$ cat src/rtl/rtc_pkg.sv
package rtc_pkg;
  localparam int unsigned ADDR_W = 8;
  localparam int unsigned DATA_W = 32;

  localparam logic [ADDR_W-1:0] OFF_CTRL    = 8'h00;
  localparam logic [ADDR_W-1:0] OFF_SEC     = 8'h04;
  localparam logic [ADDR_W-1:0] OFF_ALARM   = 8'h08;
  localparam logic [ADDR_W-1:0] OFF_SCRATCH = 8'h34;
  localparam logic [ADDR_W-1:0] OFF_UNLOCK  = 8'h3C;

  localparam int unsigned B_READY = 7;
  localparam int unsigned B_TFLG  = 6;
  localparam int unsigned B_TIE   = 5;
  localparam int unsigned B_AFLG  = 4;
  localparam int unsigned B_AIE   = 3;
  localparam int unsigned B_AEN   = 2;
  localparam int unsigned B_CEN   = 0;
  localparam int unsigned B_ULK   = 31;

  localparam logic [DATA_W-1:0] UNLOCK_KEY = 32'h0000_A55A;

  typedef enum logic [2:0] {
    TGT_NONE,
    TGT_CTRL,
    TGT_SEC,
    TGT_ALARM,
    TGT_SCRATCH
  } tgt_e;

  function automatic tgt_e decode_tgt(input logic [ADDR_W-1:0] a);
    case (a)
      OFF_CTRL:    decode_tgt = TGT_CTRL;
      OFF_SEC:     decode_tgt = TGT_SEC;
      OFF_ALARM:   decode_tgt = TGT_ALARM;
      OFF_SCRATCH: decode_tgt = TGT_SCRATCH;
      default:     decode_tgt = TGT_NONE;
    endcase
  endfunction
endpackage

$ cat src/rtl/rtc_wr_xfer.sv
module rtc_wr_xfer
  import rtc_pkg::*;
#(
  parameter int unsigned WR_LAT = 3
) (
  input  logic              clk_i,
  input  logic              rst_ni,
  input  logic              slow_en_i,
  input  logic              accept_i,
  input  tgt_e              tgt_i,
  input  logic [DATA_W-1:0] data_i,
  output logic              ready_o,
  output logic              commit_o,
  output tgt_e              cm_tgt_o,
  output logic [DATA_W-1:0] cm_data_o
);
  localparam int unsigned CNT_W = (WR_LAT > 1) ? $clog2(WR_LAT) : 1;
  localparam logic [CNT_W-1:0] LAST = CNT_W'(WR_LAT - 1);

  logic              busy_q;
  logic [CNT_W-1:0]  cnt_q;
  tgt_e              tgt_q;
  logic [DATA_W-1:0] data_q;

  assign ready_o   = ~busy_q;
  assign commit_o  = busy_q & slow_en_i & (cnt_q == LAST);
  assign cm_tgt_o  = tgt_q;
  assign cm_data_o = data_q;

  always_ff @(posedge clk_i or negedge rst_ni) begin
    if (!rst_ni) begin
      busy_q <= 1'b0;
      cnt_q  <= '0;
      tgt_q  <= TGT_NONE;
      data_q <= '0;
    end else if (accept_i) begin
      busy_q <= 1'b1;
      cnt_q  <= '0;
      tgt_q  <= tgt_i;
      data_q <= data_i;
    end else if (busy_q && slow_en_i) begin
      if (cnt_q == LAST) busy_q <= 1'b0;
      else               cnt_q  <= cnt_q + 1'b1;
    end
  end
endmodule

$ cat src/rtl/rtc_tick_div.sv
module rtc_tick_div #(
  parameter int unsigned TICKS_PER_SEC = 32768
) (
  input  logic clk_i,
  input  logic rst_ni,
  input  logic en_i,
  input  logic slow_en_i,
  output logic tick_o
);
  generate
    if (TICKS_PER_SEC <= 1) begin : g_pass
      assign tick_o = en_i & slow_en_i;
    end else begin : g_div
      localparam int unsigned CNT_W = $clog2(TICKS_PER_SEC);
      localparam logic [CNT_W-1:0] LAST = CNT_W'(TICKS_PER_SEC - 1);
      logic [CNT_W-1:0] cnt_q;
      logic             wrap;

      assign wrap   = cnt_q == LAST;
      assign tick_o = en_i & slow_en_i & wrap;

      always_ff @(posedge clk_i or negedge rst_ni) begin
        if (!rst_ni)               cnt_q <= '0;
        else if (en_i && slow_en_i) cnt_q <= wrap ? '0 : cnt_q + 1'b1;
      end
    end
  endgenerate
endmodule

$ cat src/rtl/rtc_evt_flag.sv
module rtc_evt_flag (
  input  logic clk_i,
  input  logic rst_ni,
  input  logic set_i,
  input  logic wr_i,
  input  logic wbit_i,
  output logic flag_o
);
  // event wins over a write-0 clear on the same edge
  always_ff @(posedge clk_i or negedge rst_ni) begin
    if (!rst_ni) flag_o <= 1'b0;
    else         flag_o <= set_i | (flag_o & ~(wr_i & ~wbit_i));
  end
endmodule

$ cat src/rtl/rtc_sec_core.sv
module rtc_sec_core
  import rtc_pkg::*;
#(
  parameter bit          PROTECT_EN    = 1'b1,
  parameter int unsigned TICKS_PER_SEC = 32768,
  parameter int unsigned WR_LAT        = 3
) (
  input  logic              clk_i,
  input  logic              rst_ni,
  input  logic              slow_en_i,
  input  logic              req_i,
  input  logic              we_i,
  input  logic [ADDR_W-1:0] addr_i,
  input  logic [DATA_W-1:0] wdata_i,
  output logic [DATA_W-1:0] rdata_o,
  output logic              irq_o
);
  tgt_e              wr_tgt;
  logic              bus_wr;
  logic              wr_ready;
  logic              wr_accept;
  logic              wr_commit;
  tgt_e              cm_tgt;
  logic [DATA_W-1:0] cm_data;
  logic              wen_q;
  logic              tick;
  logic              alarm_evt;
  logic [DATA_W-1:0] sec_next;

  logic [DATA_W-1:0] sec_q, alarm_q, scratch_q;
  logic              ce_q, ae_q, aie_q, tie_q;
  logic              tflg_q, aflg_q;
  logic              cm_ctrl, cm_sec, cm_alarm, cm_scratch;

  assign wr_tgt = decode_tgt(addr_i);
  assign bus_wr = req_i & we_i;

  generate
    if (PROTECT_EN) begin : g_prot
      logic key_wr;
      assign key_wr    = bus_wr & (addr_i == OFF_UNLOCK) & (wdata_i == UNLOCK_KEY);
      assign wr_accept = bus_wr & (wr_tgt != TGT_NONE) & wr_ready & wen_q;
      always_ff @(posedge clk_i or negedge rst_ni) begin
        if (!rst_ni)        wen_q <= 1'b0;
        else if (wr_accept) wen_q <= 1'b0;
        else if (key_wr)    wen_q <= 1'b1;
      end
    end else begin : g_open
      assign wr_accept = bus_wr & (wr_tgt != TGT_NONE) & wr_ready;
      assign wen_q     = 1'b0;
    end
  endgenerate

  rtc_wr_xfer #(.WR_LAT(WR_LAT)) u_xfer (
    .clk_i     (clk_i),
    .rst_ni    (rst_ni),
    .slow_en_i (slow_en_i),
    .accept_i  (wr_accept),
    .tgt_i     (wr_tgt),
    .data_i    (wdata_i),
    .ready_o   (wr_ready),
    .commit_o  (wr_commit),
    .cm_tgt_o  (cm_tgt),
    .cm_data_o (cm_data)
  );

  rtc_tick_div #(.TICKS_PER_SEC(TICKS_PER_SEC)) u_div (
    .clk_i     (clk_i),
    .rst_ni    (rst_ni),
    .en_i      (ce_q),
    .slow_en_i (slow_en_i),
    .tick_o    (tick)
  );

  assign cm_ctrl    = wr_commit & (cm_tgt == TGT_CTRL);
  assign cm_sec     = wr_commit & (cm_tgt == TGT_SEC);
  assign cm_alarm   = wr_commit & (cm_tgt == TGT_ALARM);
  assign cm_scratch = wr_commit & (cm_tgt == TGT_SCRATCH);

  assign sec_next  = sec_q + 1'b1;
  assign alarm_evt = tick & ae_q & (sec_next == alarm_q);

  always_ff @(posedge clk_i or negedge rst_ni) begin
    if (!rst_ni) begin
      sec_q     <= '0;
      alarm_q   <= '0;
      scratch_q <= '0;
      ce_q      <= 1'b0;
      ae_q      <= 1'b0;
      aie_q     <= 1'b0;
      tie_q     <= 1'b0;
    end else begin
      if (cm_sec)      sec_q <= cm_data;
      else if (tick)   sec_q <= sec_next;
      if (cm_alarm)    alarm_q   <= cm_data;
      if (cm_scratch)  scratch_q <= cm_data;
      if (cm_ctrl) begin
        ce_q  <= cm_data[B_CEN];
        ae_q  <= cm_data[B_AEN];
        aie_q <= cm_data[B_AIE];
        tie_q <= cm_data[B_TIE];
      end
    end
  end

  rtc_evt_flag u_tflg (
    .clk_i  (clk_i),
    .rst_ni (rst_ni),
    .set_i  (tick),
    .wr_i   (cm_ctrl),
    .wbit_i (cm_data[B_TFLG]),
    .flag_o (tflg_q)
  );

  rtc_evt_flag u_aflg (
    .clk_i  (clk_i),
    .rst_ni (rst_ni),
    .set_i  (alarm_evt),
    .wr_i   (cm_ctrl),
    .wbit_i (cm_data[B_AFLG]),
    .flag_o (aflg_q)
  );

  assign irq_o = (tflg_q & tie_q) | (aflg_q & aie_q);

  always_comb begin
    rdata_o = '0;
    case (addr_i)
      OFF_CTRL: begin
        rdata_o[B_READY] = wr_ready;
        rdata_o[B_TFLG]  = tflg_q;
        rdata_o[B_TIE]   = tie_q;
        rdata_o[B_AFLG]  = aflg_q;
        rdata_o[B_AIE]   = aie_q;
        rdata_o[B_AEN]   = ae_q;
        rdata_o[B_CEN]   = ce_q;
      end
      OFF_SEC:     rdata_o = sec_q;
      OFF_ALARM:   rdata_o = alarm_q;
      OFF_SCRATCH: rdata_o = scratch_q;
      OFF_UNLOCK:  rdata_o[B_ULK] = wen_q;
      default:     rdata_o = '0;
    endcase
  end
endmodule

$ cat config.mk
export PLATFORM = sky130hd
export DESIGN_NAME = rtc_sec_core
export DESIGN_NICKNAME = d
export VERILOG_FILES = /design/src/rtl/rtc_pkg.sv /design/src/rtl/rtc_wr_xfer.sv /design/src/rtl/rtc_tick_div.sv /design/src/rtl/rtc_evt_flag.sv /design/src/rtl/rtc_sec_core.sv
export SDC_FILE = /design/constraint.sdc
export NUM_CORES = 1
export LEC_CHECK = 0
export BUFFER_PORTS_ARGS = -buffer_cell sky130_fd_sc_hd__buf_4
export CORE_ASPECT_RATIO = 0.8
export CORE_UTILIZATION = 30
export DETAILED_ROUTE_END_ITERATION = 7
export HOLD_SLACK_MARGIN = 0.03
export PLACE_DENSITY_LB_ADDON = 0.2
export SYNTH_ARGS = -nofsm -noshare
export SYNTH_HDL_FRONTEND = slang
export SYNTH_SLANG_ARGS = --single-unit
$ cat constraint.sdc
create_clock -name clk_i -period 3.75 [get_ports clk_i]
set_input_delay 0.75 -clock clk_i [delete_from_list [all_inputs] [get_ports clk_i]]
set_output_delay 0.75 -clock clk_i [all_outputs]
set_load 0.005 [all_outputs]
**After elaboration in Yosys (flattened, before gate mapping)**

Index checks and enable logic that the tools add are counted.

- Register bits after elaboration: 156
- Input port bits: 45
- Output and inout port bits: 33
- Word-level logic and storage cells: 88

- Bitwise operators: 30
- Eq/ne operators: 13
- Muxes and demuxes: 17
- Reductions and logical operators: 10
- Add/subtract/negate cells: 3

Operators by type and width:

| cell | count |
|---|---|
| 23-bit one-hot mux with 3 select lines | 1 |
| 32-bit 2-to-1 mux | 2 |
| 32-bit by 1-bit adder with 32-bit output, second input constant | 1 |
| 32-bit by 16-bit equality test with 1-bit output, second input constant | 1 |
| 32-bit equality test | 1 |
| 6-bit one-hot mux with 4 select lines | 1 |
| 1-bit AND | 22 |
| 8-bit by 6-bit equality test with 1-bit output, second input constant | 2 |
| 15-bit by 1-bit adder with 15-bit output, second input constant | 1 |
| 15-bit equality test, second input constant | 1 |
| 15-bit 2-to-1 mux | 1 |
| 3-bit one-hot mux with 4 select lines | 1 |
| 8-bit by 3-bit equality test with 1-bit output, second input constant | 1 |
| 8-bit by 4-bit equality test with 1-bit output, second input constant | 1 |
| 8-bit logical NOT | 1 |
| 1-bit one-hot mux with 4 select lines | 2 |
| 2-bit nonzero test | 4 |
| 3-bit by 2-bit equality test with 1-bit output, second input constant | 2 |
| 2-bit 2-to-1 mux | 3 |
| 1-bit 2-to-1 mux | 5 |
| 1-bit inverter | 5 |
| 2-bit AND reduction | 2 |
| 3-bit by 1-bit equality test with 1-bit output, second input constant | 1 |
| 3-bit equality test, second input constant | 1 |
| 7 further kinds | 10 |

**Logic depth before layout (Yosys ltp)**

- Depth after elaboration: 8
- Mapped depth: 10
- Mapped depth without buffers: 8

**Cells and area by module**

From an unflattened synthesis, not the netlist that was laid out.

- Cells, all modules: 804
- Area, all modules: 8,509.4 µm²

By module, submodules not included:

| module | area an instance (µm²) | instances | cells an instance | seq. area each (µm²) |
|---|---|---|---|---|
| rtc_sec_core | 6,179.7 | 1 | 634 | 2,527.4 |
| rtc_wr_xfer | 1,463.9 | 1 | 90 | 950.9 |
| rtc_tick_div | 788.3 | 1 | 74 | 375.4 |
| rtc_evt_flag | 38.8 | 2 | 3 | 25.0 |

**Worst setup path after synthesis**

OpenSTA, ideal clock, no wires.

- Path type: input-to-output
- Start point: input port addr_i[7]
- End point: output port rdata_o[13]
- Path buffers: 1
- Cell stages on the path: 7
- Slack: 432 ps
- Data required time: 3,000 ps
- Arrival time: 2,568 ps
- Path through: or4_1 > nor3_2 > nand2b_1 > nor2_1 > clkbuf_1 > a222oi_1 > inv_1

- Longest elaborated chain between the ends: 2
- Elaborated cells on any way between the ends: 4
- Those cells by class: eq/ne: 3; mux: 1

RTL lines:

| item | RTL line | source |
|---|---|---|
| start: declaration | rtc_sec_core.sv:13 | `input logic [ADDR_W-1:0] addr_i,` |
| 8-bit by 6-bit equality test with 1-bit output, or another cell as far along | rtc_sec_core.sv:128 | `case (addr_i)` |
| 23-bit one-hot mux with 3 select lines (*) | rtc_sec_core.sv:128 |  |
| end: declaration | rtc_sec_core.sv:15 | `output logic [DATA_W-1:0] rdata_o,` |

Mark *: on every way between the ends. The rest lies on a longest branch, timed or not.

**Worst setup path after layout**

- Start point: input port addr_i[7]
- End point: output port rdata_o[6]

- Longest elaborated chain between the ends: 2
- Elaborated cells on any way between the ends: 5
- Those cells by class: eq/ne: 3; mux: 1; reduce/logical: 1

RTL lines:

| item | RTL line |
|---|---|
| 8-bit by 6-bit equality test with 1-bit output, or another cell as far along | rtc_sec_core.sv:128 |
| 6-bit one-hot mux with 4 select lines (*) | rtc_sec_core.sv:128 |

Marked as above.

==> results by group <==
Run status
  • Status: finished, final reports clean

STA
  • Measured slew at the worst slew-check pin: ~1100 ps
  • Setup_tns: 0 ps
  • Layout Skew: 9.79 ps
  • Period minus WS final: between 3000 and 4000 ps
  • Period utilization: 89.2%
  • Fin. Hold Viols: 0
  • Fmax: 0.299 GHz
  • Max Slew Vio Count: 0
  • RSZ-0062 raised after global routing: false
  • Final Setup Violations: 0
  • Max transition margin: 26.5%

Yosys
  • Most used flip-flop cell after synthesis: dfrtp_1
  • Post-synth cell types: 53
  • Mapped cell area: around 8300 µm²
  • Most numerous cell in the Yosys netlist: dfrtp_1
  • Largest area contributor in the netlist: dfrtp_1
  • Synth Area in Compound Gates: 8.02%
  • Commonest cells post-synth: dfrtp_1 (156), mux2_2 (105), nand2_1 (85)
  • Async SR Flop Fraction: 100%
  • Post-synthesis mux area share: 15.4%
  • Top cells by area, synth: dfrtp_1 (47%), mux2_2 (14%), xnor2_1 (5.8%), xor2_1 (4.1%), nand2_1 (3.9%)
  • Gate Count Post-Synth: between 700 and 800
  • EDFF count, synth: 0
  • Syn nets: 833
  • Post-synthesis register bit count: 156
  • Seq/Total Area, Yosys: 47.2%
  • Adder-Cell Fraction of Synth Area: 0.454%
  • Simple-gate share of the synthesized area: 14.7%
  • Largest family of logic cells by synthesized area: multiplexers
  • Synth Area in XOR/XNOR: 9.96%
  • Mean area per synthesized cell: 10.5 µm²
  • Top cell type's share of synthesized area: a little under half
  • Warnings from Yosys: 0

Pwr
  • Static Leak: 0.00478 µW
  • PD cells: 361 nW/µm²
  • Peak VDD IR: 307 µV
  • Tot Pwr: 3600 µW

Place
  • Post-DP HPWL: 17.2 mm
  • RePlAce Congestion: 0.782
  • IO buf count: 77

Global routing
  • Initial antenna violation count: 0
  • Tot GR Track Use: between 15 and 20%
  • GRT Residual Overflow: 0
  • First-pass GRT wire length: 36.9 mm
  • Largest net degree at the start of global routing: 65
  • Vias in the first global route: 6080

Critical path
  • Worst flop-to-flop path endpoint: u_aflg.flag_o$_DFF_PN0_
  • Worst setup EP type: primary output
  • Crit path arrival time: 2590 ps
  • Worst-path maximum fanout: 17
  • R2R depth: 7
  • Worst Path Required: 3000 ps
  • CP startpoint kind: primary input
  • Worst r2r src: sec_q[17]$_DFFE_PN0P_
  • Crit Path Class: in -> out
  • R2R Setup Slk: 620 ps

CTS
  • CTS H-tree depth: 4
  • Num CTS Buffers: 17
  • Hold-fix buffers, CTS: 0
  • Post_cts resized: 0
  • CTS tree: done
  • Worst skew pair latency: 440 ps
  • Clk pin slew, worst setup/hold paths: 70 ps
  • Clk buf depth: 2
  • CTS sink cnt: approximately 160
  • Clock root cell: clkbuf_16
  • Post-CTS Setup Inserts: 0

Finish
  • Fill cells: 2691
  • Share of layout cells above drive strength 1: about 30%
  • Syn-to-layout area delta: 20.4%
  • Nets: 906

Floorplan
  • Starting Density: between 30 and 40%
  • Cell Rows: 53
  • Die X: 188 µm
  • Io pins: 78
  • Total die area: between 20000 and 30000 µm²
  • Core region area: roughly 27000 µm²
  • Die H: 150 µm

Routing
  • Starting DRT DRC Count: 522
  • Post-Route WL: 23.6 mm
  • Pre-Repair DR Iteration Count: 7
  • Routed length per instance: 19.2 µm
  • Vias per inst: 5.08
  • Detailed-route DRC error count: 0
  • Post-detailed-route count of antenna-violating nets: 0
  • Via count: 6238

Flow run
  • Max-Cap Viols: 0

Min path
  • Min-Delay Path Class: in -> async
through the flow:
stage	hold slack, ps	worst slack (ps)	std cells	util, %	instance area, µm²
floorplan	446	432	785	-	8270
global placement	465	418	1196	35.0	9340
detailed placement	463	398	1196	35.0	9340
CTS	323	396	1228	37.3	9950
global route	330	286	1228	37.3	9950
finish	286	407	1229	37.3	9960
registers in the layout (all words and copies together), names as in the netlist:
register	cells
ae_q	1
aie_q	1
alarm_q	32
ce_q	1
scratch_q	32
sec_q	32
tie_q	1
u_aflg.flag_o	1
u_div.g_div.cnt_q	15
u_tflg.flag_o	1
u_xfer.busy_q	1
u_xfer.cm_data_o	32
u_xfer.cm_tgt_o	3
u_xfer.cnt_q	2
wen_q	1
cell type report:
cell class,instances,area (µm²),share of cell area (%)
multi-input combinational,543,4040,40.6
sequential,156,3900,39.2
timing repair buffer,108,827,8.31
tap,357,447,4.49
clock buffer,17,425,4.27
clock inverter,15,188,1.89
inverter,32,120,1.21
antenna,1,2.50,0.0251
cell families (layout without fill, tap and decap cells):
logic type / Yosys count / after routing
AOI/OAI and AO/OA: 95 / 95
xor gates and xnor gates: 94 / 94
adders and majority gates: 3 / 3
buffers and inverters: 86 / 172
DFF: 156 / 156
muxes: 114 / 114
other: 0 / 1
and+or+nand+nor: 237 / 237
critical path, stage by stage:
cell     delay (ps)
buf_4           100
or4_1           560
or2_2           350
nor2_2          110
buf_4           260
a22oi_1         130
o21ai_0         150
buf_4           170
where the power goes:
group	total, µW	switching, µW	internal, µW
combinational	99.8	61.0	38.8
clock	1820	759	1060
sequential	1680	0	1680
worst max path at each step:
stage	startpoint	to	depth (start not counted)
after CTS	addr_i[7]	rdata_o[6]	8
after global routing	addr_i[7]	rdata_o[19]	9
final	addr_i[7]	rdata_o[6]	8
after detailed placement	addr_i[7]	rdata_o[6]	8
after global placement	addr_i[7]	rdata_o[6]	8
after floorplan	addr_i[7]	rdata_o[13]	7
metal layers:
metal  wire, µm  GRT usage [%]
met5          0              0
met1      12000           25.9
met2       9980           25.0
met4        346           4.63
met3       1310           4.08
cells in the final DEF (no fill, tap or decap), types with 3 or more instances in the layout:
cell type	n
a21oi_1	6
a222oi_1	24
a22o_1	7
and2_1	7
and3_1	6
buf_4	106
bufinv_16	3
clkbuf_16	17
clkinv_4	4
clkinvlp_4	3
dfrtp_1	156
ha_1	3
inv_1	32
inv_6	4
mux2_2	105
mux2i_1	9
nand2_1	85
nand3_1	18
nand4_1	27
nor2_1	38
nor3_1	6
nor3_2	3
nor4_1	12
o21ai_0	43
o31ai_1	3
or2_2	3
or3_1	4
or4_1	4
xnor2_1	55
xor2_1	39
Note: power is estimated with default switching activity, not from simulation.
